File: config.mk
export PLATFORM = sky130hd
export DESIGN_NAME = hazard_ctrl
export DESIGN_NICKNAME = d
export VERILOG_FILES = /design/src/rtl/hzd_pkg.sv /design/src/rtl/byp_pick.sv /design/src/rtl/ld_use_chk.sv /design/src/rtl/stall_gate.sv /design/src/rtl/hazard_ctrl.sv
export SDC_FILE = /design/constraint.sdc
export NUM_CORES = 1
export LEC_CHECK = 0
export BUFFER_PORTS_ARGS = -buffer_cell sky130_fd_sc_hd__buf_2
export CAP_MARGIN = 20
export CORE_MARGIN = 5
export CORE_UTILIZATION = 24
export DETAILED_ROUTE_END_ITERATION = 10
export SKIP_LAST_GASP = 1
export SYNTH_ARGS = -nofsm -noshare
export SYNTH_HDL_FRONTEND = slang
export SYNTH_SLANG_ARGS = --single-unit
File: constraint.sdc
create_clock -name vclk -period 2.7
set_clock_uncertainty 0.2 [all_clocks]
set_input_delay 0.81 -clock vclk [all_inputs]
set_output_delay 0.81 -clock vclk [all_outputs]
set_load 0.02 [all_outputs]
File: src/rtl/hzd_pkg.sv
package hzd_pkg;
  typedef enum logic [1:0] {
    SRC_REGFILE = 2'b00,
    SRC_WB      = 2'b01,
    SRC_MEM     = 2'b10
  } opnd_src_e;
endpackage

File: src/rtl/byp_pick.sv
module byp_pick
  import hzd_pkg::*;
#(
  parameter int REG_AW = 5
) (
  input  logic [REG_AW-1:0] src,
  input  logic [REG_AW-1:0] mem_rd,
  input  logic              mem_wen,
  input  logic [REG_AW-1:0] wb_rd,
  input  logic              wb_wen,
  output opnd_src_e         sel
);
  logic hit_mem, hit_wb;

  assign hit_mem = mem_wen && (mem_rd != '0) && (mem_rd == src);
  assign hit_wb  = wb_wen  && (wb_rd  != '0) && (wb_rd  == src);

  always_comb begin
    if (hit_mem)     sel = SRC_MEM;
    else if (hit_wb) sel = SRC_WB;
    else             sel = SRC_REGFILE;
  end

  // with no writing producer nothing is forwarded
  always_comb begin
    if (!mem_wen && !wb_wen)
      a_r4_no_writer: assert (sel == SRC_REGFILE);
  end
endmodule

File: src/rtl/ld_use_chk.sv
module ld_use_chk #(
  parameter int REG_AW = 5,
  parameter int N_SRC  = 2
) (
  input  logic [N_SRC-1:0][REG_AW-1:0] srcs,
  input  logic [REG_AW-1:0]            ld_rd,
  input  logic                         ld_wen,
  input  logic                         ld_flag,
  output logic                         stall
);
  logic [N_SRC-1:0] hit;
  logic             live_load;

  assign live_load = ld_flag && ld_wen && (ld_rd != '0);

  for (genvar g = 0; g < N_SRC; g++) begin : g_src
    assign hit[g] = live_load && (srcs[g] == ld_rd);
  end

  assign stall = |hit;
endmodule

File: src/rtl/stall_gate.sv
module stall_gate (
  input  logic stall,
  output logic pc_we,
  output logic ifid_we,
  output logic idex_clr
);
  assign pc_we    = !stall;
  assign ifid_we  = !stall;
  assign idex_clr = stall;
endmodule

File: src/rtl/hazard_ctrl.sv
module hazard_ctrl
  import hzd_pkg::*;
#(
  parameter int REG_AW = 5
) (
  input  logic [REG_AW-1:0] id_rs_a,
  input  logic [REG_AW-1:0] id_rs_b,
  input  logic [REG_AW-1:0] ex_rs_a,
  input  logic [REG_AW-1:0] ex_rs_b,
  input  logic [REG_AW-1:0] ex_rd,
  input  logic              ex_wen,
  input  logic              ex_is_load,
  input  logic [REG_AW-1:0] mem_rd,
  input  logic              mem_wen,
  input  logic [REG_AW-1:0] wb_rd,
  input  logic              wb_wen,
  output logic [1:0]        sel_a,
  output logic [1:0]        sel_b,
  output logic              pc_we,
  output logic              ifid_we,
  output logic              idex_clr
);
  localparam int N_OPND = 2;

  logic [N_OPND-1:0][REG_AW-1:0] ex_srcs;
  logic [N_OPND-1:0][REG_AW-1:0] id_srcs;
  opnd_src_e                     sel_arr [N_OPND];
  logic                          lu_stall;

  assign ex_srcs = {ex_rs_b, ex_rs_a};
  assign id_srcs = {id_rs_b, id_rs_a};

  for (genvar g = 0; g < N_OPND; g++) begin : g_opnd
    byp_pick #(.REG_AW(REG_AW)) u_pick (
      .src     (ex_srcs[g]),
      .mem_rd  (mem_rd),
      .mem_wen (mem_wen),
      .wb_rd   (wb_rd),
      .wb_wen  (wb_wen),
      .sel     (sel_arr[g])
    );
  end

  assign sel_a = sel_arr[0];
  assign sel_b = sel_arr[1];

  ld_use_chk #(.REG_AW(REG_AW), .N_SRC(N_OPND)) u_lu (
    .srcs    (id_srcs),
    .ld_rd   (ex_rd),
    .ld_wen  (ex_wen),
    .ld_flag (ex_is_load),
    .stall   (lu_stall)
  );

  stall_gate u_gate (
    .stall    (lu_stall),
    .pc_we    (pc_we),
    .ifid_we  (ifid_we),
    .idex_clr (idex_clr)
  );

  always_comb begin
    // front-end enables agree and are opposite to the bubble clear
    a_r6_enables_agree: assert ((pc_we == ifid_we) && (idex_clr == !pc_we));
    // a bubble is only ever inserted behind a load
    if (idex_clr)
      a_r5_bubble_needs_load: assert (ex_is_load && ex_wen);
    // a qualifying EX/MEM producer always wins
    if (mem_wen && (mem_rd != '0) && (mem_rd == ex_rs_a))
      a_r3_newest_wins: assert (sel_a == 2'b10);
    // register 0 is never forwarded
    if (ex_rs_b == '0)
      a_r4_zero_reg: assert (sel_b == 2'b00);
  end
endmodule

==> out/summary.json <==
{
  "layout": {
    "fin_nets": 152,
    "area_delta_synth_final_pct": 136,
    "seq_cell_count": 0,
    "antenna-diode-count": 0,
    "final_layout_size_suffix_gt1_share_pct": 68.5,
    "regArea_um2": 0,
    "final.clkbuf_count": 0,
    "design_area_um2": 1000
  },
  "sta": {
    "timing.fmax_mhz": 324,
    "fin_crit_sh_pct": 114,
    "worstMarginPinSlew_ps": 298,
    "finalWorstPathRequiredPeriod_ps": 3080,
    "worst_case_setup_margin_in_the_final_layout_ps": -382,
    "timing_hold_violations_final": 0,
    "timing.max_slew.rel_slack_pct": 80.0,
    "timing.final.setup_violations": 7,
    "sum_of_negative_setup_slack_ps": -1590,
    "grt_setup_unrepaired": "true",
    "slew_viol_final": 0
  },
  "critical_path": {
    "worst-path-max-fanout": 3,
    "critPathMaxStageDelay_ps": 540,
    "path_delay_family": "simple AND/OR/NAND/NOR gates",
    "cp_data_required_time_ps": 1690,
    "crit_path_start": "wb_rd[4]",
    "setup.worst_path.end": "sel_a[0]",
    "critical_path.cell_chain": "buf_2, xor2_1, or4_4, nor4_4, buf_4",
    "data_arrival_time_of_the_critical_path_ps": 2070,
    "worstSetupPathType": "primary input to primary output",
    "worst-path-stages": 5,
    "timing.critical_path.buf_inv": 2,
    "crit_path_end_kind": "primary output",
    "cp-start-kind": "primary input",
    "cpMaxStageDelayCell": "sky130_fd_sc_hd__or4_4"
  },
  "power_and_ir_drop": {
    "ir_drop_v": 0.0000590,
    "power.static_leakage_uw": 0.000435,
    "power_density_nw_per_um2": 151,
    "p_total_uw": 151
  },
  "detailed_routing": {
    "post_drt_via_cell_ratio": 4.46,
    "via_count": 607,
    "drt_pass1_iterations": 1,
    "detail_route.iter0.violations": 0,
    "wl_um": 1570,
    "detail_route.drc_violations": 0,
    "drt-wirelength-per-cell_um": 11.5,
    "post_drt_antenna_nets": 0
  },
  "synth": {
    "mappedNetlistArea_um2": 424,
    "synth.area.mux_share_pct": 0,
    "syn_nets": 92,
    "largest_family_of_logic_cells_by_synthesized_area": "XOR/XNOR gates",
    "post-synth-top-area-fraction_pct": 33.0,
    "sequential_to_total_area_share_from_yosys_stat_pct": 0,
    "synth_compound_area_share_pct": 8.55,
    "post_synth_num_cell_types": 12,
    "post_synth_xor_area_fraction_pct": 61.9,
    "cell_type_with_the_largest_total_area_after_synthesis": "sky130_fd_sc_hd__xnor2_1",
    "fraction_of_the_mapped_netlist_area_in_adder_cells_pct": 0,
    "syn_avg_cell_area_um2": 8.00,
    "synth_area_leaders": "sky130_fd_sc_hd__xnor2_1, sky130_fd_sc_hd__xor2_1, sky130_fd_sc_hd__or4_1",
    "post_synth_and_or_nand_nor_area_fraction_pct": 24.2,
    "syn-instance-count": 53,
    "yosys_warnings": 0
  },
  "status": {
    "violations": "setup timing",
    "status": "finished with violations"
  },
  "floorplanning": {
    "design.portCount": 46,
    "num_rows": 15,
    "core_um2": 1710,
    "die-area_um2": 2710,
    "start_util_pct": 24.8,
    "floorplan.die.width_um": 52.0,
    "die_h_um": 52.0
  },
  "grt": {
    "wire_length_of_the_first_global_routing_pass_um": 2540,
    "pin_count_of_the_biggest_net_entering_global_routing": 4,
    "grt_pass1_vias": 656,
    "grt_overflow": 0,
    "global_route.usage.total_pct": 11.8,
    "antenna_found_initial": 0
  },
  "job": {
    "timing.max_cap.violations": 0
  },
  "min_path": {
    "hold_path_depth": 3,
    "min-delay-path-class": "primary input to primary output"
  },
  "placed_design": {
    "place_ws_ps": -415,
    "io_buffer_count": 46,
    "postPlaceCellArea_um2": 852,
    "gp_congestion": 0.784
  },
  "clocking": {
    "cts_setup_buffers": 0
  }
}
## routing by layer
metal	GRT usage, %	up-vias	share of wire, %
met5	0	-	0
met4	0	0	0
met3	1.72	0	12
met2	26.4	36	57
met1	11.4	265	31
li1	-	306	-
## logic make-up (layout without fill, tap and decap cells)
group,after synthesis,after routing
AO/OA/AOI/OAI,5,5
buffers and inverters,3,61
XOR/XNOR,30,30
AND/OR/NAND/NOR,15,15
## cell usage in the layout, fill, tap and decap left out, types with 3 or more instances in the layout
cell type,count
sky130_fd_sc_hd__buf_2,33
sky130_fd_sc_hd__buf_4,15
sky130_fd_sc_hd__xor2_1,14
sky130_fd_sc_hd__xnor2_1,13
sky130_fd_sc_hd__buf_6,11
sky130_fd_sc_hd__or4_4,4
sky130_fd_sc_hd__nor4_4,4
sky130_fd_sc_hd__nand3_1,3
## area by class of cell
| class | count | area [um2] |
|---|---|---|
| fillers | 147 | 707 |
| multi-input cells | 50 | 538 |
| repair buffers | 61 | 432 |
| well taps | 25 | 31.3 |
## stage by stage
stage                     hold WS (ps)  cells  utilization, %
after floorplan                   1500     53               -
after global placement            1750    136            49.9
after detailed placement          1760    136            49.9
after CTS                         1730    136            55.4
after global routing              1740    136            58.6
final                             1730    136            58.6
## worst min-delay path: cells and delay by family
| kind | cells | cell delay, ps |
|---|---|---|
| buf+inv | 2 | 240 |
| compound gates | 1 | 70 |
## synthesized netlist by cell type
master                      number
sky130_fd_sc_hd__xnor2_1        16
sky130_fd_sc_hd__xor2_1         14
sky130_fd_sc_hd__or4_1           5
sky130_fd_sc_hd__nand3_1         4
sky130_fd_sc_hd__buf_4           3
sky130_fd_sc_hd__nand2_1         2
sky130_fd_sc_hd__nor4_1          2
sky130_fd_sc_hd__nor4_2          2
sky130_fd_sc_hd__o21ai_1         2
sky130_fd_sc_hd__o2111a_1        1
sky130_fd_sc_hd__o2111ai_1       1
sky130_fd_sc_hd__o22ai_1         1
## where the power goes
| part | switching, uW | total [uW] | internal (uW) |
|---|---|---|---|
| Clock | 0 | 0 | 0 |
| Combinational | 65.6 | 151 | 85.1 |
| Sequential | 0 | 0 | 0 |
| Total | 65.6 | 151 | 85.1 |
## worst min path at each step
| stage | endpoint | start |
|---|---|---|
| after floorplan | ifid_we | ex_is_load |
| after global placement | ifid_we | ex_is_load |
| after detailed placement | pc_we | ex_is_load |
| after CTS | pc_we | ex_is_load |
| after global routing | ifid_we | ex_is_load |
| final | pc_we | ex_is_load |
## timing repair
item / 4_1_cts / 5_1_grt
hold buffers: 0 / 0
gates resized for setup: 21 / 12
pin swaps: 3 / 5
setup endpoints to repair: 7 / 7
cloned: 0 / 0
(Power assumes the default switching activity.)
